===== src/rtl/ocp_pkg.sv =====
package ocp_pkg;
  localparam int unsigned DEF_STEP_TICKS = 75;
  localparam int unsigned DEF_CODE_W     = 3;

  function automatic logic merge_cmd(logic en, logic and_m, logic pin, logic cmd);
    if (!en) return cmd;
    return and_m ? (pin & cmd) : (pin | cmd);
  endfunction
endpackage


===== src/rtl/ocp_delay.sv =====
module ocp_delay #(
  parameter int unsigned STEP_TICKS = ocp_pkg::DEF_STEP_TICKS,
  parameter int unsigned CODE_W     = ocp_pkg::DEF_CODE_W
) (
  input  logic              clk_i,
  input  logic              rst_ni,
  input  logic              cmd_i,
  input  logic [CODE_W-1:0] code_i,
  input  logic              failsafe_i,
  input  logic              tick_i,
  output logic              block_o
);
  localparam int unsigned MAX_TICKS = STEP_TICKS * ((1 << CODE_W) - 1);
  localparam int unsigned CNT_W     = $clog2(MAX_TICKS + 1);

  logic             cmd_q, pend_q, pend_d;
  logic [CNT_W-1:0] cnt_q, cnt_d, cnt_inc, target;
  logic             rise, start;

  assign target  = CNT_W'(code_i) * CNT_W'(STEP_TICKS);
  assign cnt_inc = cnt_q + 1'b1;
  assign rise    = cmd_i & ~cmd_q;
  assign start   = rise & (code_i != '0) & ~failsafe_i;
  assign block_o = ~failsafe_i & (pend_q | start);

  always_comb begin
    pend_d = pend_q;
    cnt_d  = cnt_q;
    if (failsafe_i || !cmd_i) begin
      pend_d = 1'b0;
      cnt_d  = '0;
    end else if (rise) begin
      pend_d = start;
      cnt_d  = '0;
    end else if (pend_q && tick_i) begin
      // >= covers a code lowered mid-delay
      if (cnt_inc >= target) begin
        pend_d = 1'b0;
        cnt_d  = '0;
      end else begin
        cnt_d = cnt_inc;
      end
    end
  end

  always_ff @(posedge clk_i or negedge rst_ni) begin
    if (!rst_ni) begin
      cmd_q  <= 1'b0;
      pend_q <= 1'b0;
      cnt_q  <= '0;
    end else begin
      cmd_q  <= cmd_i;
      pend_q <= pend_d;
      cnt_q  <= cnt_d;
    end
  end


  hold_no_tick_chk: assert property (@(posedge clk_i) disable iff (!rst_ni)
    pend_q && cmd_i && !failsafe_i && !tick_i |=> pend_q);

  cnt_bound_chk: assert property (@(posedge clk_i) disable iff (!rst_ni)
    cnt_q <= CNT_W'(MAX_TICKS));

  cancel_clears_chk: assert property (@(posedge clk_i) disable iff (!rst_ni)
    !cmd_i |=> !pend_q && cnt_q == '0);

  failsafe_drop_chk: assert property (@(posedge clk_i) disable iff (!rst_ni)
    failsafe_i |=> !pend_q);
endmodule


===== src/rtl/ocp_merge.sv =====
module ocp_merge (
  input  logic direct_en_i,
  input  logic and_mode_i,
  input  logic pin_i,
  input  logic cmd_i,
  output logic eff_o
);
  assign eff_o = ocp_pkg::merge_cmd(direct_en_i, and_mode_i, pin_i, cmd_i);
endmodule


===== src/rtl/out_cmd_path.sv =====
module out_cmd_path #(
  parameter int unsigned STEP_TICKS = ocp_pkg::DEF_STEP_TICKS,
  parameter int unsigned CODE_W     = ocp_pkg::DEF_CODE_W
) (
  input  logic              clk_i,
  input  logic              rst_ni,
  input  logic              cmd_i,
  input  logic              pin_i,
  input  logic              direct_en_i,
  input  logic              and_mode_i,
  input  logic [CODE_W-1:0] delay_code_i,
  input  logic              failsafe_i,
  input  logic              tick_i,
  output logic              drive_o
);
  logic block, cmd_gated, eff, drive_q;

  ocp_delay #(.STEP_TICKS(STEP_TICKS), .CODE_W(CODE_W)) u_delay (
    .clk_i     (clk_i),
    .rst_ni    (rst_ni),
    .cmd_i     (cmd_i),
    .code_i    (delay_code_i),
    .failsafe_i(failsafe_i),
    .tick_i    (tick_i),
    .block_o   (block)
  );

  // delay masks only the serial contribution
  assign cmd_gated = cmd_i & ~block;

  ocp_merge u_merge (
    .direct_en_i(direct_en_i),
    .and_mode_i (and_mode_i),
    .pin_i      (pin_i),
    .cmd_i      (cmd_gated),
    .eff_o      (eff)
  );

  always_ff @(posedge clk_i or negedge rst_ni) begin
    if (!rst_ni) drive_q <= 1'b0;
    else         drive_q <= eff;
  end
  assign drive_o = drive_q;


  and_pin_low_chk: assert property (@(posedge clk_i) disable iff (!rst_ni)
    direct_en_i && and_mode_i && !pin_i |=> !drive_o);

  or_pin_high_chk: assert property (@(posedge clk_i) disable iff (!rst_ni)
    direct_en_i && !and_mode_i && pin_i |=> drive_o);

  off_undelayed_chk: assert property (@(posedge clk_i) disable iff (!rst_ni)
    !cmd_i && !(direct_en_i && pin_i) |=> !drive_o);

  failsafe_on_chk: assert property (@(posedge clk_i) disable iff (!rst_ni)
    failsafe_i && cmd_i && !direct_en_i |=> drive_o);
endmodule


===== config.mk =====
export PLATFORM = sky130hd
export DESIGN_NAME = out_cmd_path
export DESIGN_NICKNAME = d
export VERILOG_FILES = /design/src/rtl/ocp_pkg.sv /design/src/rtl/ocp_delay.sv /design/src/rtl/ocp_merge.sv /design/src/rtl/out_cmd_path.sv
export SDC_FILE = /design/constraint.sdc
export NUM_CORES = 1
export LEC_CHECK = 0
export BUFFER_PORTS_ARGS = -buffer_cell sky130_fd_sc_hd__buf_2
export CAP_MARGIN = 25
export CORE_MARGIN = 10
export CORE_UTILIZATION = 35
export DETAILED_ROUTE_END_ITERATION = 10
export HOLD_SLACK_MARGIN = 0.15
export PLACE_DENSITY = 0.55
export REMOVE_ABC_BUFFERS = 1
export SYNTH_ARGS = -nofsm -noshare
export SYNTH_HDL_FRONTEND = slang
export SYNTH_HIERARCHICAL = 1
export SYNTH_SLANG_ARGS = --single-unit

===== constraint.sdc =====
create_clock -name clk_i -period 2.7 [get_ports clk_i]
set_clock_uncertainty 0.15 [all_clocks]
set_input_delay 0.54 -clock clk_i [delete_from_list [all_inputs] [get_ports clk_i]]
set_output_delay 0.54 -clock clk_i [all_outputs]
set_load 0.005 [all_outputs]

==> results of run 1 <==
==> repair_timing <==
item                                   in CTS  in global routing
hold buffers                                1                  0
resized for setup                          27                  7
setup buffers                               4                  0
pin swaps                                  15                 13
setup endpoints to repair                  11                 11
endpoints found under the hold margin      13                  0
==> where the power goes <==
part           internal (mW)  switching (mW)
combinational         0.0845          0.0749
clock                 0.0571          0.0632
sequential             0.198         0.00257
==> sequential cells by signal, indices dropped and copies added (netlist names) <==
| name | cells |
|---|---|
| u_delay/cmd_q | 1 |
| u_delay/cnt_q | 10 |
| u_delay/pend_q | 1 |
| drive_o | 1 |
==> layer usage <==
metal  part of all wire  global-route usage  vias to the layer above
li1                   -                   -                      558
met1               0.47               0.117                      512
met2               0.51               0.182                        8
met3             0.0085              0.0113                        4
met4              0.016              0.0430                        0
met5                  0                   0                        -
==> kinds of logic after synthesis <==
| kind of cell | share of synthesized area |
|---|---|
| buffers and inverters | 0.0683 |
| and+or+nand+nor | 0.188 |
| adders and majority gates | 0.213 |
| xor gates and xnor gates | 0.0870 |
| DFF | 0.269 |
| AOI/OAI and AO/OA | 0.174 |
==> final timing paths <==
check                                    to  slack, ps  cells past startpoint
setup / recovery           u_delay/cnt_q[2]       -270                     11
hold / removal                u_delay/cmd_q        280                      1
setup reg to reg           u_delay/cnt_q[2]       -180                     10
hold reg to reg            u_delay/cnt_q[8]        390                      2
max in group asynchronous  u_delay/cnt_q[7]       1640                      2
min in group asynchronous  u_delay/cnt_q[1]        530                      2
==> worst max-delay path: stages <==
cell and delay [ps]:
buf_12 110, ha_4 280, ha_4 200, a31oi_4 180, nor2b_4 70, xnor2_2 130, ha_1 320, a211o_1 270
a211o_1 310, or4b_1 510, o211ai_1 90
==> placed cells by master (no fill, tap or decap), types with 4 or more instances in the layout <==
master   instances
xor2_1           5
buf_2            8
nand3_1          4
o31ai_1          6
xnor2_1          5
buf_4           30
ha_1            11
inv_1           18
dfrtp_1         13
ha_4             8
nand2_1         13
==> final cells by class <==
type | instances | area, um2 | share of cell area
timing repair buffer | 43 | 329 | 0.187
inverter | 18 | 67.6 | 0.0384
tap | 46 | 57.6 | 0.0327
sequential | 13 | 325 | 0.185
multi-input combinational | 100 | 955 | 0.542
clock buffer | 4 | 26.3 | 0.0149
==> per-stage QoR <==
stage               hold slack [ps]  utilization  area (um2)  TNS (ps)
floorplan                      94.4            -        1190     -4200
CTS                             267        0.515        1720     -2160
finish                          282        0.528        1760     -2030
global route                    271        0.528        1760     -2830
detailed placement              300        0.452        1510     -8490
global placement                300        0.452        1510     -7720
==> flow_metrics.tcl, run 1 <==
set metrics [dict create \
    die_h_um 78.8 \
    status "complete, but fails checks" \
    synth.cell_area_um2 1210 \
    layout.nets 210 \
    yosys_register_bits 13 \
    synth_top_area_frac 0.269 \
    ctsRootBufferMaster "clkbuf_4" \
    fill_cells 311 \
    hpwl_um 2210 \
    vias 1082 \
    io-pin-count 12 \
    tightest_slew_ps 304 \
    cp-end-kind "flop" \
    clock-sinks 13 \
    fp-row-count 21 \
    drtIter0Drc 29 \
    yosysMostFrequentCell "ha_1" \
    cts_max_level 1 \
    maxSlewViolCount 0 \
    post-route-drc-count 0 \
    min_from "cmd_i" \
    power_density_nw_per_um2 273 \
    gr-total-overflow 0 \
    startpoint_type "input pin" \
    drive_gt1_frac 0.388 \
    cts_tree "done" \
    cap_viol_max_count 0 \
    cp_data_arrival_time_ps 3010 \
    dp_slack_ps -801 \
    setup_ws_ps -267 \
    routedWlPerCell_um 13.2 \
    ys_dominant_reg_cell "dfrtp_1" \
    dp.cells 215 \
    final_antenna_net_count 0 \
    finalHoldViolCount 0 \
    die_area_um2 6200 \
    p_leak_nw 0.869 \
    port-buffer-count 11 \
    start_util 0.362 \
    crit_path_start "delay_code_i[2]" \
    cts_buffer_depth 2 \
    avgSynthCellArea_um2 8.95 \
    post-route-min-period_ps 2970 \
    grt_max_degree 21 \
    clock_latency_ps 270 \
    cp_data_required_time_ps 2740 \
    power.total_mw 0.481 \
    avgViaCountPerCell 4.83 \
    ir_worst_vdd_mv 0.115 \
    critPathKind "input pin to flop" \
    async_reset_ff_frac 1.00 \
    reg2reg_from "u_delay/cnt_q[3]" \
    gp_routability_congestion 0.787 \
    min_path_type "input pin to flop" \
    areaGrowthSynthToFinish_pct 45.7 \
    antenna_found_initial 0 \
    path_clk_slew_ps 80 \
    grt_pass1_vias 1168 \
    grt_setup_unrepaired "true" \
    synth_cells 135 \
    ys_warn_count 6 \
    diodes 0 \
    ys_seq_area_frac 0.269 \
    yosys-top-cells-count "19 x ha_1, 18 x inv_1, 13 x dfrtp_1, 13 x nand2_1" \
    wl_um 2950 \
    synth_cell_type_count 39 \
    numCtsBuffers 3 \
    grt_pass1_wl_um 5180 \
    setup_viol 11 \
    slew_headroom 0.797 \
    yosys.area.top_type "dfrtp_1" \
    coreArea_um2 3340 \
    fp.dieW_um 78.8 \
    grt_usage 0.101 \
    instances_no_fill 224 \
    violations "negative setup slack" \
    synth_enable_flop_cells 0 \
    fin_crit_sh 1.10 \
    critPathMaxFanout 4 \
    synthTopCellsByArea "dfrtp_1 27%, ha_1 20%, inv_1 5.6%" \
    fmax_mhz 337 \
    firstDrtPassIters 4 \
]
Power figures use the tool's default switching activity.
==> run 2, diff against run 1 <==
CORE_UTILIZATION = 37   (was 35)
PLACE_DENSITY = 0.57   (was 0.55)
==> run 2 against run 1 <==
Effect of this change: the flow still finishes with violations (negative setup slack); register-to-register slack barely moved; sequential share of layout area decreased by 0.46 points; global-route usage grew 0.87 points.
==> flow_metrics.tcl, run 2 (synthesis gave the netlist of run 1 again) <==
set metrics [dict create \
    slew_headroom 0.535 \
    gp_routability_congestion 0.744 \
    critPathKind "input pin to flop" \
    gr-total-overflow 0 \
    power.total_mw 0.489 \
    fmax_mhz 335 \
    post-route-drc-count 0 \
    min_path_type "input pin to flop" \
    grt_pass1_wl_um 5410 \
    grt_max_degree 14 \
    port-buffer-count 11 \
    status "complete, but fails checks" \
    dp.cells 216 \
    tightest_slew_ps 697 \
    cts_max_level 1 \
    clock_latency_ps 280 \
    final_antenna_net_count 0 \
    cts_tree "done" \
    final_core_util 0.587 \
    avgViaCountPerCell 4.91 \
    diodes 0 \
    top_register "u_delay/cnt_q" \
    cp_data_required_time_ps 2750 \
    critPathMaxFanout 4 \
    die_h_um 77.2 \
    io-pin-count 12 \
    wl_um 3230 \
    routedWlPerCell_um 14.1 \
    clock-sinks 13 \
    cp-end-kind "flop" \
    areaGrowthSynthToFinish_pct 49.4 \
    grt_usage 0.109 \
    hpwl_um 2240 \
    die_area_um2 5950 \
    cap_viol_max_count 0 \
    maxSlewViolCount 0 \
    layout.nets 216 \
    startpoint_type "input pin" \
    cts_buffer_depth 2 \
    grt_pass1_vias 1176 \
    ir_worst_vdd_mv 0.314 \
    post-route-min-period_ps 2980 \
    fp-row-count 20 \
    fp.dieW_um 77.2 \
    drtIter0Drc 52 \
    instances_no_fill 228 \
    layout_common_cells "35 x buf_4, 18 x inv_1, 13 x dfrtp_1, 13 x nand2_1, 11 x ha_1" \
    drive_gt1_frac 0.418 \
    ctsRootBufferMaster "clkbuf_4" \
    fin_crit_sh 1.10 \
    largest_reg_flops 10 \
    grt_setup_unrepaired "true" \
    path_clk_slew_ps 90 \
    start_util 0.393 \
    power_density_nw_per_um2 271 \
    finalHoldViolCount 0 \
    numCtsBuffers 3 \
    layout_commonest_cell "buf_4" \
    p_leak_nw 0.893 \
    setup_ws_ps -283 \
    coreArea_um2 3080 \
    setup_viol 11 \
    cp_data_arrival_time_ps 3030 \
    antenna_found_initial 0 \
    firstDrtPassIters 4 \
    vias 1119 \
    violations "negative setup slack" \
]
-- run 2: worst paths after layout --
check / cells after the start / to / start / slack, ps
max reg2reg: 10 / u_delay/cnt_q[2] / u_delay/cnt_q[2] / -190
min reg2reg: 2 / u_delay/cnt_q[9] / u_delay/cnt_q[9] / 410
max in group asynchronous: 2 / u_delay/cnt_q[1] / rst_ni / 1640
min: 1 / u_delay/cmd_q / cmd_i / 280
max: 11 / u_delay/cnt_q[2] / delay_code_i[2] / -280
min in group asynchronous: 2 / u_delay/cnt_q[7] / rst_ni / 520
-- run 2: per-stage QoR --
step	hold slack [ps]	setup TNS, ps	instance area, um2	setup slack [ps]
3_3_place_gp	295	-7710	1530	-736
6_report	276	-1960	1810	-283
5_1_grt	260	-2890	1810	-328
2_1_floorplan	94.4	-4200	1190	-525
3_5_place_dp	298	-8330	1530	-791
4_1_cts	262	-1680	1770	-275
-- run 2: repair_timing --
item | 4_1_cts | 5_1_grt
pin swaps | 16 | 8
gates cloned | 1 | 0
setup buffers | 5 | 1
gates resized for setup | 32 | 5
hold endpoints to repair | 13 | 0
endpoints found under the setup margin | 11 | 11
hold buffers | 1 | 0
-- run 2: worst max-delay path, cell delays in order --
cell and delay (ps):
buf_12 110, ha_4 240, ha_4 180, fa_2 370, a21oi_2 150, o21ai_1 70, ha_2 260, o21a_1 160
a211o_1 350, or4b_1 510, o211ai_1 110
-- run 2: area by class of cell --
class	count	area, um2
clock buffer	4	26.3
fill	290	1270
inverter	18	67.6
multi-input combinational	101	965
sequential	13	325
tap	44	55.1
timing repair buffer	48	367
-- run 2: per-layer routing --
layer | vias up | share of wire | track usage
met5 | - | 0 | 0
met1 | 516 | 0.46 | 0.128
met3 | 6 | 0.036 | 0.0245
li1 | 575 | - | -
met2 | 22 | 0.48 | 0.191
met4 | 0 | 0.020 | 0.0328
-- run 2: power by group --
| part | internal (mW) | switching (mW) | leakage (nW) |
|---|---|---|---|
| logic | 0.0855 | 0.0790 | 0.701 |
| registers | 0.198 | 0.00258 | 0.177 |
| clock network | 0.0573 | 0.0668 | 0.0150 |
